File: src/rtl/tlb_sa.sv
module tlb_sa #(
  parameter int VA_W  = 14,
  parameter int PA_W  = 12,
  parameter int OFF_W = 6,
  parameter int SETS  = 4,
  parameter int WAYS  = 4
) (
  input  logic                  clk,
  input  logic                  rst_n,
  input  logic                  lk_valid,
  input  logic [VA_W-1:0]       lk_va,
  input  logic                  lk_write,
  input  logic                  lk_user,
  input  logic                  fill_en,
  input  logic [VA_W-OFF_W-1:0] fill_vpn,
  input  logic [PA_W-OFF_W-1:0] fill_ppn,
  input  logic                  fill_rw,
  input  logic                  fill_us,
  input  logic                  inv_all,
  output logic                  rsp_valid,
  output logic                  rsp_hit,
  output logic [PA_W-1:0]       rsp_pa,
  output logic                  rsp_rw,
  output logic                  rsp_us,
  output logic                  rsp_fault
);
  localparam int VPN_W = VA_W - OFF_W;
  localparam int PPN_W = PA_W - OFF_W;
  localparam int IDX_W = $clog2(SETS);
  localparam int TAG_W = VPN_W - IDX_W;
  localparam int WAY_W = $clog2(WAYS);

  logic [WAYS-1:0]  vld   [SETS];
  logic [TAG_W-1:0] tag_q [SETS][WAYS];
  logic [PPN_W-1:0] ppn_q [SETS][WAYS];
  logic [WAYS-1:0]  rw_q  [SETS];
  logic [WAYS-1:0]  us_q  [SETS];
  logic [WAY_W-1:0] age_q [SETS][WAYS];

  wire [IDX_W-1:0] l_idx = lk_va[OFF_W +: IDX_W];
  wire [TAG_W-1:0] l_tag = lk_va[OFF_W+IDX_W +: TAG_W];
  wire [IDX_W-1:0] f_idx = fill_vpn[IDX_W-1:0];
  wire [TAG_W-1:0] f_tag = fill_vpn[VPN_W-1:IDX_W];

  logic [WAYS-1:0]  hitv;
  logic [WAY_W-1:0] h_way, victim, t_way;
  logic [IDX_W-1:0] t_set;
  logic             t_en;

  always_comb begin
    h_way = '0;
    for (int w = 0; w < WAYS; w++) begin
      hitv[w] = vld[l_idx][w] && (tag_q[l_idx][w] == l_tag);
      if (hitv[w]) h_way = WAY_W'(w);
    end
    victim = '0;
    for (int w = 0; w < WAYS; w++)
      if (age_q[f_idx][w] == WAY_W'(WAYS-1)) victim = WAY_W'(w);
    for (int w = WAYS-1; w >= 0; w--)
      if (!vld[f_idx][w]) victim = WAY_W'(w);
    t_en  = 1'b0;
    t_set = l_idx;
    t_way = h_way;
    if (fill_en && !inv_all) begin
      t_en  = 1'b1;
      t_set = f_idx;
      t_way = victim;
    end else if (lk_valid && |hitv) begin
      t_en = 1'b1;
    end
  end

  wire             any_hit = |hitv;
  wire [PPN_W-1:0] h_ppn   = any_hit ? ppn_q[l_idx][h_way] : '0;
  wire             h_rw    = any_hit & rw_q[l_idx][h_way];
  wire             h_us    = any_hit & us_q[l_idx][h_way];

  always_ff @(posedge clk or negedge rst_n) begin
    if (!rst_n) begin
      for (int s = 0; s < SETS; s++) begin
        vld[s]  <= '0;
        rw_q[s] <= '0;
        us_q[s] <= '0;
        for (int w = 0; w < WAYS; w++) begin
          tag_q[s][w] <= '0;
          ppn_q[s][w] <= '0;
          age_q[s][w] <= WAY_W'(w);
        end
      end
    end else begin
      if (inv_all) begin
        for (int s = 0; s < SETS; s++) vld[s] <= '0;
      end else if (fill_en) begin
        vld[f_idx][victim]   <= 1'b1;
        tag_q[f_idx][victim] <= f_tag;
        ppn_q[f_idx][victim] <= fill_ppn;
        rw_q[f_idx][victim]  <= fill_rw;
        us_q[f_idx][victim]  <= fill_us;
      end
      if (t_en) begin
        for (int w = 0; w < WAYS; w++) begin
          if (WAY_W'(w) == t_way) age_q[t_set][w] <= '0;
          else if (age_q[t_set][w] < age_q[t_set][t_way])
            age_q[t_set][w] <= age_q[t_set][w] + 1'b1;
        end
      end
    end
  end

  always_ff @(posedge clk or negedge rst_n) begin
    if (!rst_n) begin
      rsp_valid <= 1'b0;
      rsp_hit   <= 1'b0;
      rsp_pa    <= '0;
      rsp_rw    <= 1'b0;
      rsp_us    <= 1'b0;
      rsp_fault <= 1'b0;
    end else begin
      rsp_valid <= lk_valid;
      if (lk_valid) begin
        rsp_hit   <= any_hit;
        rsp_pa    <= {h_ppn, lk_va[OFF_W-1:0]};
        rsp_rw    <= h_rw;
        rsp_us    <= h_us;
        rsp_fault <= any_hit & ((lk_write & ~h_rw) | (lk_user & ~h_us));
      end
    end
  end

  a_r3_rsp_follows_req: assert property (@(posedge clk) disable iff (!rst_n)
    lk_valid |=> rsp_valid);
  a_r3_no_spurious_rsp: assert property (@(posedge clk) disable iff (!rst_n)
    !lk_valid |=> !rsp_valid);
  a_r4_offset_kept: assert property (@(posedge clk) disable iff (!rst_n)
    lk_valid |=> (rsp_pa[OFF_W-1:0] == $past(lk_va[OFF_W-1:0])));
  a_r5_miss_quiet: assert property (@(posedge clk) disable iff (!rst_n)
    (rsp_valid && !rsp_hit) |-> (rsp_pa[PA_W-1:OFF_W] == '0 && !rsp_rw && !rsp_us && !rsp_fault));
  a_r6_fault_needs_hit: assert property (@(posedge clk) disable iff (!rst_n)
    rsp_fault |-> rsp_hit);
  a_r2_single_match: assert property (@(posedge clk) disable iff (!rst_n)
    $onehot0(hitv));

  for (genvar s = 0; s < SETS; s++) begin : g_chk
    logic [WAYS-1:0] oldest;
    for (genvar w = 0; w < WAYS; w++) begin : g_w
      assign oldest[w] = (age_q[s][w] == WAY_W'(WAYS-1));
    end
    a_r8_one_lru_way: assert property (@(posedge clk) disable iff (!rst_n)
      $countones(oldest) == 1);
    a_r9_inv_empties: assert property (@(posedge clk) disable iff (!rst_n)
      inv_all |=> (vld[s] == '0));
  end
endmodule

File: config.mk
export PLATFORM = sky130hd
export DESIGN_NAME = tlb_sa
export DESIGN_NICKNAME = d
export VERILOG_FILES = /design/src/rtl/tlb_sa.sv
export SDC_FILE = /design/constraint.sdc
export NUM_CORES = 1
export LEC_CHECK = 0
export ABC_AREA = 1
export BUFFER_PORTS_ARGS = -buffer_cell sky130_fd_sc_hd__buf_4
export CAP_MARGIN = 20
export CORE_ASPECT_RATIO = 0.9
export CORE_MARGIN = 5
export CORE_UTILIZATION = 50
export DETAILED_ROUTE_END_ITERATION = 10
export PLACE_DENSITY = 0.68
export SETUP_SLACK_MARGIN = 0.2
export SKIP_CTS_REPAIR_TIMING = 1
export SLEW_MARGIN = 0
export SYNTH_ARGS = -nofsm -noshare
export SYNTH_HDL_FRONTEND = slang
export SYNTH_SLANG_ARGS = --single-unit
File: constraint.sdc
create_clock -name clk -period 2.75 [get_ports clk]
set_clock_uncertainty 0.2 [all_clocks]
set_input_delay 0.275 -clock clk [delete_from_list [all_inputs] [get_ports clk]]
set_output_delay 0.275 -clock clk [all_outputs]
set_load 0.01 [all_outputs]
# Word level (Yosys, flattened, before mapping)
# Cells that the tools add are included.
op_classes:
  reduce_logical: 15
  order_cmp: 16
  eq_ne: 10
  n_addsub: 4
  muxes: 86
  bitwise: 24
op_table:
  columns: ["op", "n"]
  rows:
  - ["32-bit 2-to-1 mux", 11]
  - ["96-bit bitwise mux", 2]
  - ["32-bit AND", 4]
  - ["32-bit bitwise mux", 4]
  - ["32-bit inverter", 4]
  - ["24-bit 2-to-1 mux", 5]
  - ["24-bit binary-select mux with 2-bit select", 2]
  - ["8-bit demux with 2-bit select", 4]
  - ["24-bit demux with 2-bit select", 1]
  - ["6-bit 2-to-1 mux", 7]
  - ["4-bit 2-to-1 mux", 10]
  - ["4-bit binary-select mux with 2-bit select", 4]
  - ["8-bit binary-select mux with 2-bit select", 2]
  - ["16-bit bitwise mux", 2]
  - ["16-bit 2-to-1 mux", 2]
  - ["2-bit 2-to-1 mux", 13]
  - ["6-bit == test", 4]
  - ["8-bit 2-to-1 mux", 3]
  - ["3-bit greater-or-equal comparator, second input constant", 6]
  - ["2-bit inverter with 3-bit output", 6]
  - ["16-bit OR", 1]
  - ["6-bit binary-select mux with 2-bit select", 1]
  - ["6-bit demux with 2-bit select", 1]
  - ["1-bit logical AND", 10]
  - ["21 further kinds", 46]
totals:
  word_cells: 221
  reg_bits: 289
  input_bits: 37

# Logic depth before layout (Yosys ltp)
# Gate-level depths: netlist of run 1.
depth:
  depth_word: 32
  depth_mapped: 25

# Worst setup path after synthesis of run 1
# Ideal clock, no wire load.
synth_timing:
  path_kind: "input to register"
  from: "input lk_va[6]"
  to: "register age_q[30] (netlist bit)"
  t_required_ns: 2.434
  setup_time_ns: 0.116
  stages: 19
  t_arrival_ns: 2.264
  path_slack_ns: 0.169
  path_cell_list: "buf_6 -> inv_2 -> buf_6 -> buf_6 -> nand2_1 -> nand3_1 -> nand2_1 -> xor2_1 -> nor2_1 -> nand2_4 -> nand2_4 -> inv_2 -> a21oi_4 -> nor2_2 -> buf_2 -> a21oi_1 -> nand2_2 -> nand2_1 -> nand2_1"
synth_between:
  elab_chain_len: 29
  word_cells_on_any_way: 75
  cone_classes: "4 x add/sub; 6 x order compare; 7 x eq/ne; 39 x mux; 11 x bitwise; 8 x reduce/logical"
synth_rtl:
  columns: ["element", "line", "source"]
  rows:
  - ["start, declared", "11", "input logic [VA_W-1:0] lk_va,"]
  - ["2-bit inverter with 3-bit output (implied by the code)", "53", "hitv[w] = vld[l_idx][w] && (tag_q[l_idx][w] == l_tag);"]
  - ["24-bit binary-select mux with 2-bit select", "53", null]
  - ["24-bit 2-to-1 mux (implied by the code) (2 in a row)", "53", null]
  - ["6-bit == test", "53", null]
  - ["1-bit logical AND", "53", null]
  - ["1-bit 2-to-1 mux", "54", "if (hitv[w]) h_way = WAY_W'(w);"]
  - ["2-bit 2-to-1 mux (2 in a row)", "54", null]
  - ["2-bit 2-to-1 mux", "64", "if (fill_en && !inv_all) begin"]
  - ["[... 11 more ...]", null, null]
  - ["32-bit 2-to-1 mux", "100", "if (t_en) begin"]
  - ["32-bit bitwise mux", "104", "age_q[t_set][w] <= age_q[t_set][w] + 1'b1;"]
  - ["32-bit 2-to-1 mux", "103", "else if (age_q[t_set][w] < age_q[t_set][t_way])"]
  - ["32-bit 2-to-1 mux", "102", "if (WAY_W'(w) == t_way) age_q[t_set][w] <= '0;"]
  - ["32-bit 2-to-1 mux", "100", null]
  - ["32-bit bitwise mux", "104", null]
  - ["32-bit 2-to-1 mux", "103", null]
  - ["32-bit 2-to-1 mux", "102", null]
  - ["end signal, assigned by index", "87", "age_q[s][w] <= WAY_W'(w);"]
  - ["end signal, assigned by index", "104", null]
  - ["end, declared", "38", "logic [WAY_W-1:0] age_q [SETS][WAYS];"]
# Several ways; a longest one is shown, not always the timed one. The select of a mux whose other input is x is not followed.
# A chain may end at the register's enable or synchronous reset.

# Worst setup path in the final report of run 1
layout_timing:
  from: "register age_q[1] (netlist bit)"
  to: "register age_q[14] (netlist bit)"
layout_between:
  elab_chain_len: 29
  word_cells_on_any_way: 42
  cone_classes: "4 x order compare; 4 x eq/ne; 29 x mux; 4 x bitwise; 1 x reduce/logical"
layout_rtl:
  columns: ["element", "line", "source"]
  rows:
  - ["8-bit binary-select mux with 2-bit select", "58", "if (age_q[f_idx][w] == WAY_W'(WAYS-1)) victim = WAY_W'(w);"]
  - ["6-bit 2-to-1 mux (implied by the code) (2 in a row)", "58", null]
  - ["2-bit == test", "58", null]
  - ["2-bit 2-to-1 mux", "58", null]
  - ["2-bit 2-to-1 mux (4 in a row)", "60", "if (!vld[f_idx][w]) victim = WAY_W'(w);"]
  - ["2-bit 2-to-1 mux", "64", null]
  - ["2-bit inverter with 3-bit output (implied by the code)", "103", null]
  - ["2-bit binary-select mux with 2-bit select", "103", null]
  - ["[... 9 more ...]", null, null]
  - ["32-bit 2-to-1 mux", "100", null]
  - ["32-bit bitwise mux", "104", null]
  - ["32-bit 2-to-1 mux", "103", null]
  - ["32-bit 2-to-1 mux", "102", null]
  - ["32-bit 2-to-1 mux", "100", null]
  - ["32-bit bitwise mux", "104", null]
  - ["32-bit 2-to-1 mux", "103", null]
  - ["32-bit 2-to-1 mux (*)", "102", null]
# Every way passes the cells marked *; elsewhere a longest branch is shown, timed or not. The select of a mux whose other input is x is not followed.

==> run summary, run 1 <==
r2r startpoint -> age_q[1]$_DFFE_PN1P_
DIE HEIGHT -> 171.9 um
Max-Cap Viols -> 0
Leak -> 8.927 nW
synth cell count leaders -> nand2_1, dfrtp_1, o21ai_0
Hold Crit Class -> in2reg
RSZ-0062 raised after global routing -> true
status -> finished with violations
clock sink count -> 289
CTS H-tree lvls -> 1
Synth top area share -> 46.94%
P_int -> 8.663 mW
crit path launch type -> flip-flop
count leader, synth -> nand2_1
final WL -> 45.59 mm
Worst-path clk slew -> 0.06 ns
worst-path cell chain -> nand2_1 > nand4_1 > nand2_1 > nand2_1 > nor2_1 > nor2_2 > nand2_1 > nand2_1 > nand2_2 > nand4_1 > nand2_2 > nor2_4 > buf_6 > nand3_4 > nand3_4 > nand2_2 > nand2_1 > nand2_1
largest net degree at the start of global routing -> 84
drt first pass iters -> 5
r2r setup slk -> 0.09 ns
Residual DRC -> 0
beginning of the worst hold path -> fill_us
CP Data Required Time -> 3.01 ns
worst hold stages -> 3
CORE AREA -> 28790 sq um
Layout Nets -> 2082
Die X -> 189.8 um
ys flop type -> dfrtp_1
cell mode on critical path -> nand2_1
syn avg cell area -> 7.620 sq um
WP data arrival -> 2.92 ns
Slowest Stage Delay on Critical Path -> 0.57 ns
CTS Buffer Depth -> 3
die area -> 32630 sq um
row cnt -> 59
global placement routability congestion -> 0.8737
Final Cycle Share -> 96.71%
Pwr Density -> 689.4 nW/um^2
synthesized instance count -> 1910
GRT overflow -> 0
initial antenna violation count -> 1
TritonCTS buffer count -> 31
Worst setup EP type -> flip-flop
actual slew at the worst max-slew pin -> 0.6880 ns
violated checks -> hold timing
PortBufs -> 53
number of warnings issued by yosys -> 0
Final Util -> 63.04%
Rel. slew slack -> 54.08%
post-route ant nets -> 0
Tmin final -> 2.660 ns
crit path max fanout -> 5
share of layout cells above drive strength 1 -> 20.60%
CTS tree -> yes
Fmax -> 0.3760 GHz
first-pass GRT wire length -> 69.79 mm
Clk pwr share -> 34.2%
vias in the first global route -> 12750
post-synth cell types -> 37
final hold vios -> 4
clock root cell -> clkbuf_16
Final Slew Violations -> 0
most area-consuming cells after synthesis -> dfrtp_1, nand2_1, o21ai_0
Via density -> 5.727
via count -> 13950
syn nets -> 1947
register area share after synthesis -> 49.83%
Final Setup Violations -> 0
Seq pwr share -> 44.0%
largest area contributor in the netlist -> dfrtp_1
switching fraction of total power -> 30.76%
Worst R2R End -> age_q[14]$_DFFE_PN0P_
Tot GR Track Use -> 26.47%
Crit Path Class -> reg2reg
Mapped Area -> 14550 sq um
worst skew pair latency -> 0.57 ns
Async SR Flop Fraction -> 100.0%
Final HPWL DP -> 28.31 mm
worst hold margin -> -0.005537 ns
Starting DRT DRC Count -> 1587
routed wire length per instance -> 18.72 um
critical path's slowest cell -> dfstp_2
switching power -> 3.848 mW
Min-Delay Endpoint -> us_q[9]$_DFFE_PN0P_
R2R cell count -> 18
maximum VDD drop -> 0.4744 mV
count of flip-flops with a built-in enable after synthesis -> 0
Comb power frac -> 21.7%
Initial Utilization -> 50.55%
P&R area growth vs syn -> 24.70%
Ports -> 54
Yosys reg bits -> 289
total power -> 12.51 mW
==> final cells by class <==
class	instances	area, sq um
Tap cell	366	457.9
Clock inverter	15	181.4
Antenna cell	1	2.502
Inverter	101	389.1
Timing Repair Buffer	218	2125
Fill cell	2425	10640
Clock buffer	41	853.3
Multi-Input combinational cell	1404	6888
Sequential cell	289	7252
==> critical path: cells and delay by family, from the launching register on <==
| family | cells | cell delay (ns) |
|---|---|---|
| buffers and inverters | 1 | 0.14 |
| DFF | 1 | 0.57 |
| and+or+nand+nor | 17 | 1.61 |
==> power groups by stage <==
stage,registers [mW],logic [mW],clock network [mW]
after floorplan,5.43,1.60,0
after global placement,5.54,2.33,0
after detailed placement,5.55,2.40,0
after CTS,5.49,2.40,4.33
after global routing,5.59,3.06,4.51
final,5.51,2.72,4.28
==> sequential cells by signal (all words and copies together) (netlist names) <==
name       count
age_q         32
us_q          16
rsp_pa        12
rw_q          16
rsp_us         1
rsp_rw         1
rsp_hit        1
tag_q         96
vld           16
rsp_fault      1
rsp_valid      1
ppn_q         96
==> worst max path at each step <==
stage                                from                     to  depth (start not counted)
CTS                    vld[7]$_DFFE_PN0P_  age_q[10]$_DFFE_PN0P_                         18
finish               age_q[1]$_DFFE_PN1P_  age_q[14]$_DFFE_PN0P_                         18
global placement                 lk_va[6]  age_q[18]$_DFFE_PN0P_                         21
floorplan                        lk_va[6]  age_q[14]$_DFFE_PN0P_                         18
global route        tag_q[34]$_DFFE_PN0P_  age_q[15]$_DFFE_PN0P_                         21
detailed placement               lk_va[6]  age_q[21]$_DFFE_PN0P_                         21
==> per-stage QoR <==
| stage | cell area, sq um | hold WS, ns | TNS (ns) | setup WS [ns] | instances |
|---|---|---|---|---|---|
| 5_1_grt | 18150 | 0.02896 | -0.9583 | -0.06195 | 2435 |
| 4_1_cts | 17280 | -0.5474 | -0.1465 | -0.03119 | 2402 |
| 3_5_place_dp | 16240 | 0.04273 | -10.17 | -0.3124 | 2346 |
| 3_3_place_gp | 16240 | 0.04462 | -9.769 | -0.2787 | 2346 |
| 2_1_floorplan | 14580 | -0.2206 | 0 | 0.2021 | 1910 |
| 6_report | 18150 | -0.005537 | 0 | 0.09047 | 2435 |
==> placed cells by master, fill, tap and decap left out, drive strengths merged <==
master	netlist	layout
a21oi	78	78
a221oi	1	1
a22o	1	1
a22oi	38	38
a32o	12	12
buf	28	200
bufinv	0	4
clkbuf	88	47
clkinv	0	10
clkinvlp	0	2
dfrtp	273	273
dfstp	16	16
diode	0	1
dlygate4sd3	0	12
inv	101	100
nand2	771	771
nand3	139	139
nand3b	1	1
nand4	6	6
nor2	69	69
o2111ai	1	1
o211ai	9	9
o21ai	255	255
o221ai	4	4
o22a	1	1
o22ai	8	8
xnor2	4	4
xor2	6	6
==> cell families after synthesis <==
kind of cell              share of synthesized area [%]
xor gates and xnor gates                         0.6018
DFF                                               49.83
buffers and inverters                             6.069
AOI/OAI and AO/OA                                 15.75
and+or+nand+nor                                   27.75
==> metal layers <==
metal	part of all wire (%)	routed length, um	vias to the layer above	GRT usage (%)
met5	0	0	-	0
met4	3.1	1411	0	7.264
met3	8.5	3893	100	3.815
met2	44	20030	582	40.26
met1	44	20260	6741	40.01
li1	-	-	6523	-
Note: power is estimated with default switching activity, not from simulation.
==> run 2: changes to the inputs <==
--- a/config.mk
+++ b/config.mk
@@ -10,9 +10,9 @@
 export CAP_MARGIN = 20
 export CORE_ASPECT_RATIO = 0.9
 export CORE_MARGIN = 5
-export CORE_UTILIZATION = 50
+export CORE_UTILIZATION = 62
 export DETAILED_ROUTE_END_ITERATION = 10
-export PLACE_DENSITY = 0.68
+export PLACE_DENSITY = 0.81
 export SETUP_SLACK_MARGIN = 0.2
 export SKIP_CTS_REPAIR_TIMING = 1
 export SLEW_MARGIN = 0
==> run 2 against run 1 <==
The run ends with setup timing left. Register-to-register slack lost 0.15 ns. Via count increased by 7.0%. Sequential share of layout area decreased by 0.61 points. Combinational power is 4% higher. Clock power down 4%. Die area decreased by 18%. Worst hold slack better by 0.020 ns. Final area increased by 1.5%. Sequential cell count unchanged. Cell count fell by 2.4%. Largest cell class unchanged.
==> run summary, run 2 (synthesis results as in run 1) <==
status -> finished with violations
violated checks -> setup timing
clock sink count -> 289
P&R area growth vs syn -> 26.62%
most frequent cells in the layout -> nand2_1, dfrtp_1, o21ai_0, buf_4, nand3_1
crit path max fanout -> 5
CORE AREA -> 23210 sq um
worst hold margin -> 0.01439 ns
Final Cycle Share -> 102.0%
share of layout cells above drive strength 1 -> 22.90%
Final Setup Violations -> 25
final WL -> 48.98 mm
Hold Crit Class -> in2reg
cell mode on critical path -> nand2_1
Sum Neg Setup Slack -> -0.6474 ns
DIE HEIGHT -> 155.4 um
biggest regs -> ppn_q x96, tag_q x96, age_q x32
Worst-path clk slew -> 0.06 ns
PortBufs -> 53
RSZ-0062 raised after global routing -> true
total power -> 12.53 mW
most common cell after layout, fill and taps aside -> nand2_1
worst-path cell chain -> nand2_1 > nand3_1 > nand2_1 > nand2_1 > nand2_1 > inv_1 > nand2_1 > nor2_1 > buf_4 > nand2_4 > nand2_4 > nand2_1 > nand2_2 > nand4_1 > nand2_2 > nor2_4 > nand3_4 > nand3_4 > nand2_4 > inv_4 > nand2_2 > nand2_2
Final HPWL DP -> 28.12 mm
routed wire length per instance -> 20.61 um
first-pass GRT wire length -> 70.20 mm
r2r setup slk -> -0.06 ns
final hold vios -> 0
Rel. slew slack -> 48.92%
CTS tree -> yes
Final Util -> 79.40%
R2R cell count -> 22
WP data arrival -> 3.10 ns
worst skew pair latency -> 0.56 ns
maximum VDD drop -> 0.5823 mV
Placed Cells -> 2281
CP Data Required Time -> 3.04 ns
drt first pass iters -> 8
Worst R2R End -> age_q[16]$_DFFE_PN1P_
GRT overflow -> 0
die area -> 26640 sq um
Final Slew Violations -> 0
r2r startpoint -> tag_q[48]$_DFFE_PN0P_
vias in the first global route -> 13610
ANT cells -> 0
Crit Path Class -> reg2reg
critical path's slowest cell -> dfrtp_1
Tmin final -> 2.805 ns
Via density -> 6.282
dpl ws -> -0.2782 ns
via count -> 14930
Fmax -> 0.3565 GHz
Leak -> 8.999 nW
Residual DRC -> 0
Pwr Density -> 679.9 nW/um^2
Setup crit end -> age_q[16]$_DFFE_PN1P_
CTS H-tree lvls -> 1
actual slew at the worst max-slew pin -> 0.7634 ns
Post-Layout Inst Area -> 18430 sq um
crit path launch type -> flip-flop
CTS Buffer Depth -> 3
global placement routability congestion -> 0.9742
post-route ant nets -> 0
initial antenna violation count -> 0
dpl cell area -> 16110 sq um
Ports -> 54
Tot GR Track Use -> 32.70%
non-filler cells, final -> 2376
CP startpoint -> tag_q[48]$_DFFE_PN0P_
Worst setup EP type -> flip-flop
Final Worst Setup Slack -> -0.05511 ns
Slowest Stage Delay on Critical Path -> 0.39 ns
Die X -> 171.5 um
Initial Utilization -> 62.71%
Starting DRT DRC Count -> 2480
TritonCTS buffer count -> 30
Max-Cap Viols -> 0
Layout Nets -> 2090
clock root cell -> clkbuf_16
largest net degree at the start of global routing -> 58
row cnt -> 53
-- run 2: cell count changes in the layout (fill, tap and decap cells not counted), moves of 5 or more --
cell      delta
a21oi_2      -6
nand2_1     -39
nand2_8      +5
clkinv_2     -8
nand2_4      +5
o21ai_0     -33
inv_1        -5
o21ai_1     +30
nand2_2     +29
-- run 2: final cells by class --
| class | instances | area, sq um |
|---|---|---|
| clock buffers | 47 | 895.9 |
| clock inverters | 6 | 87.58 |
| fillers | 1463 | 4781 |
| inverters | 101 | 410.4 |
| multi-input cells | 1404 | 7118 |
| flip-flops and latches | 289 | 7252 |
| well taps | 302 | 377.9 |
| repair buffers | 227 | 2287 |
-- run 2: metal layers --
metal	vias to the layer above	track usage (%)	part of all wire [%]
met5	-	0	0
met4	0	9.808	4.4
met3	245	6.885	12
met2	1101	51.21	46
met1	7047	46.35	38
li1	6534	-	-
-- run 2: worst max-delay path, delay by kind of cell (launching register included) --
kind          cells  cell delay [ns]
buf+inv           3             0.24
flops             1             0.39
simple gates     19             1.89
-- run 2: worst min-delay path by stage --
stage	start	endpoint	slack, ns	cells after the start
after floorplan	rst_n	age_q[10]$_DFFE_PN0P_	-0.22	0
after global placement	rst_n	ppn_q[43]$_DFFE_PN0P_	0.04	1
after detailed placement	rst_n	ppn_q[43]$_DFFE_PN0P_	0.05	1
after CTS	rst_n	ppn_q[43]$_DFFE_PN0P_	-0.53	1
after global routing	fill_us	us_q[7]$_DFFE_PN0P_	0.06	3
final	fill_ppn[5]	ppn_q[77]$_DFFE_PN0P_	0.01	3
-- run 2: report_power, final --
group          leakage (nW)  total (mW)  switching (mW)  internal (mW)
clock                 0.470        4.12            1.71           2.41
sequential             3.79        5.57           0.536           5.03
combinational          4.74        2.84            1.74           1.10
==> run 3: changes to the inputs <==
--- a/config.mk
+++ b/config.mk
@@ -5,7 +5,7 @@
 export SDC_FILE = /design/constraint.sdc
 export NUM_CORES = 1
 export LEC_CHECK = 0
-export ABC_AREA = 1
+export ABC_AREA = 0
 export BUFFER_PORTS_ARGS = -buffer_cell sky130_fd_sc_hd__buf_4
 export CAP_MARGIN = 20
 export CORE_ASPECT_RATIO = 0.9
==> run 3 against run 2 <==
The run still ends with setup timing left. Core utilization up 3.0 points. Critical endpoint is now age_q[10]$_DFFE_PN0P_. Sequential cell count unchanged. Largest cell class is now multi-input gates. Wire length down 13%. Die area down 2.2%. Non-clock buffer count up 43. Clock power up 2%.
==> run summary, run 3 <==
status -> finished with violations
violated checks -> setup timing
crit path launch type -> flip-flop
actual slew at the worst max-slew pin -> 0.5946 ns
critical path's slowest cell -> dfstp_2
row cnt -> 52
routed wire length per instance -> 26.52 um
synth cell count leaders -> dfrtp_1, mux2_2, nand2_1
dpl cell area -> 16230 sq um
global placement routability congestion -> 0.9367
Post-Layout Inst Area -> 18540 sq um
Hold Crit Class -> in2async
non-filler cells, final -> 1614
most frequent cells in the layout -> dfrtp_1, buf_4, mux2_2, nand2_1, mux2i_1
Seq pwr share -> 42.6%
multi-input logic area -> 7272 sq um
Initial Utilization -> 63.12%
Worst path top cell family by delay -> compound AO/OA/AOI/OAI gates
syn nets -> 1103
biggest regs -> ppn_q x96, tag_q x96, age_q x32
CORE AREA -> 22510 sq um
CP Data Required Time -> 3.04 ns
number of warnings issued by yosys -> 0
Final Setup Violations -> 211
Ports -> 54
WP data arrival -> 3.71 ns
RSZ-0062 raised after global routing -> true
die area -> 26050 sq um
switching power -> 3.630 mW
clock sink count -> 289
Synth top area share -> 48.08%
Final Worst Setup Slack -> -0.6746 ns
Yosys reg bits -> 289
Worst setup EP type -> flip-flop
CTS H-tree lvls -> 1
worst-path cell chain -> a21boi_1 > mux4_2 > a21bo_4 > buf_4 > a211oi_4 > a221oi_2 > a21o_1 > and2_4 > maj3_2 > or2_4 > a31oi_2
Final Util -> 82.37%
initial antenna violation count -> 0
Clk pwr share -> 34.0%
Pwr Density -> 667.4 nW/um^2
P&R area growth vs syn -> 30.49%
Leak -> 8.789 nW
Fmax -> 0.2920 GHz
FF+latch area -> 7252 sq um
Crit Path Class -> reg2reg
Async SR Flop Fraction -> 100.0%
largest net degree at the start of global routing -> 71
via count -> 10550
drt first pass iters -> 5
Via density -> 6.537
Slowest Stage Delay on Critical Path -> 0.55 ns
Die X -> 169.6 um
ys flop type -> dfrtp_1
Tmin final -> 3.425 ns
most area-consuming cells after synthesis -> dfrtp_1, mux2_2, mux4_2
post-synth cell types -> 72
worst skew pair latency -> 0.57 ns
count of flip-flops with a built-in enable after synthesis -> 0
final hold vios -> 0
maximum VDD drop -> 0.5999 mV
Placed Cells -> 1515
P_int -> 8.745 mW
Final Slew Violations -> 0
switching fraction of total power -> 29.34%
Starting DRT DRC Count -> 949
count leader, synth -> dfrtp_1
Mapped Area -> 14210 sq um
CTS Buffer Depth -> 3
final WL -> 42.80 mm
PortBufs -> 53
share of layout cells above drive strength 1 -> 53.45%
Tot GR Track Use -> 27.75%
Sum Neg Setup Slack -> -48.25 ns
register area share after synthesis -> 51.03%
syn avg cell area -> 13.33 sq um
CP bufs+invs -> 1
Final HPWL DP -> 23.86 mm
Rel. slew slack -> 60.36%
post-route ant nets -> 0
total power -> 12.38 mW
ANT cells -> 0
first-pass GRT wire length -> 57.35 mm
Residual DRC -> 0
Max-Cap Viols -> 0
most common cell after layout, fill and taps aside -> dfrtp_1
synthesized instance count -> 1066
Final Cycle Share -> 124.5%
Comb power frac -> 23.4%
Layout Nets -> 1331
clock root cell -> clkbuf_16
fill count -> 1047
vias in the first global route -> 10500
CTS tree -> yes
TritonCTS buffer count -> 29
GRT overflow -> 0
crit path max fanout -> 7
DIE HEIGHT -> 153.6 um
largest area contributor in the netlist -> dfrtp_1
Worst-path clk slew -> 0.07 ns
run 3: changes by cell type in the layout (fill, tap and decap cells not counted), sizes merged, moves of 34 or more:
| cell | previous run | this run |
|---|---|---|
| mux4 | 0 | 47 |
| nand3 | 139 | 0 |
| a22oi | 38 | 1 |
| o21ai | 255 | 40 |
| mux2 | 0 | 236 |
| inv | 99 | 38 |
| a21oi | 78 | 15 |
| mux2i | 0 | 60 |
| nand2 | 771 | 64 |
| buf | 205 | 239 |
| nor2 | 69 | 19 |
run 3: power by group through the flow:
stage	Combinational (mW)	Sequential (mW)	Clock, mW
final	2.89	5.28	4.21
after global routing	3.07	5.33	4.40
after CTS	2.46	5.24	4.17
after detailed placement	2.44	5.29	0
after global placement	2.35	5.26	0
after floorplan	1.51	5.22	0
run 3: worst paths after layout:
kind	startpoint	to	slack [ns]	cells past startpoint
setup / recovery	age_q[9]$_DFFE_PN1P_	age_q[10]$_DFFE_PN0P_	-0.67	11
hold / removal	rst_n	age_q[29]$_DFFE_PN0P_	0.06	2
setup reg to reg	age_q[9]$_DFFE_PN1P_	age_q[10]$_DFFE_PN0P_	-0.67	11
hold reg to reg	age_q[16]$_DFFE_PN1P_	age_q[16]$_DFFE_PN1P_	0.30	2
max in group asynchronous	rst_n	ppn_q[70]$_DFFE_PN0P_	1.43	3
min in group clk	lk_va[2]	rsp_pa[2]$_DFFE_PN0P_	0.29	3
run 3: cells by family after synthesis:
| logic type | count (synthesis) | synth area share (%) |
|---|---|---|
| adder cells (fa/ha/maj) | 6 | 0.4666 |
| flip-flops | 289 | 51.03 |
| AO/OA/AOI/OAI | 142 | 7.185 |
| multiplexers | 343 | 30.40 |
| AND/OR/NAND/NOR | 138 | 4.993 |
| buffers and inverters | 108 | 3.452 |
| XOR/XNOR | 40 | 2.465 |
run 3: cell type report:
cell class	count	area share [%]
Multi-Input combinational cell	670	39.22
Sequential cell	289	39.11
Timing Repair Buffer	270	13.51
Clock buffer	37	4.345
Tap cell	297	2.004
Clock inverter	17	1.127
Inverter	34	0.6883
run 3: stage by stage:
stage	setup slack (ns)	hold WS, ns
detailed placement	-0.7689	0.07626
CTS	-0.7063	-0.5090
floorplan	-0.4410	-0.2206
global route	-0.7615	0.1191
global placement	-0.6724	0.07190
finish	-0.6746	0.05605
run 3: metal layers:
metal / GRT usage (%) / vias to the layer above / part of all wire [%]
met5: 0 / - / 0
met4: 9.812 / 0 / 4.1
met3: 5.392 / 167 / 8.1
met2: 44.34 / 593 / 49
met1: 38.40 / 5424 / 38
li1: - / 4367 / -
run 3: worst register-to-register path: stages (launching register included):
cell and delay [ns]:
dfstp_2 0.55, a21boi_1 0.07, mux4_2 0.55, a21bo_4 0.27
buf_4 0.15, a211oi_4 0.25, a221oi_2 0.09, a21o_1 0.19
and2_4 0.20, maj3_2 0.37, or2_4 0.30, a31oi_2 0.15
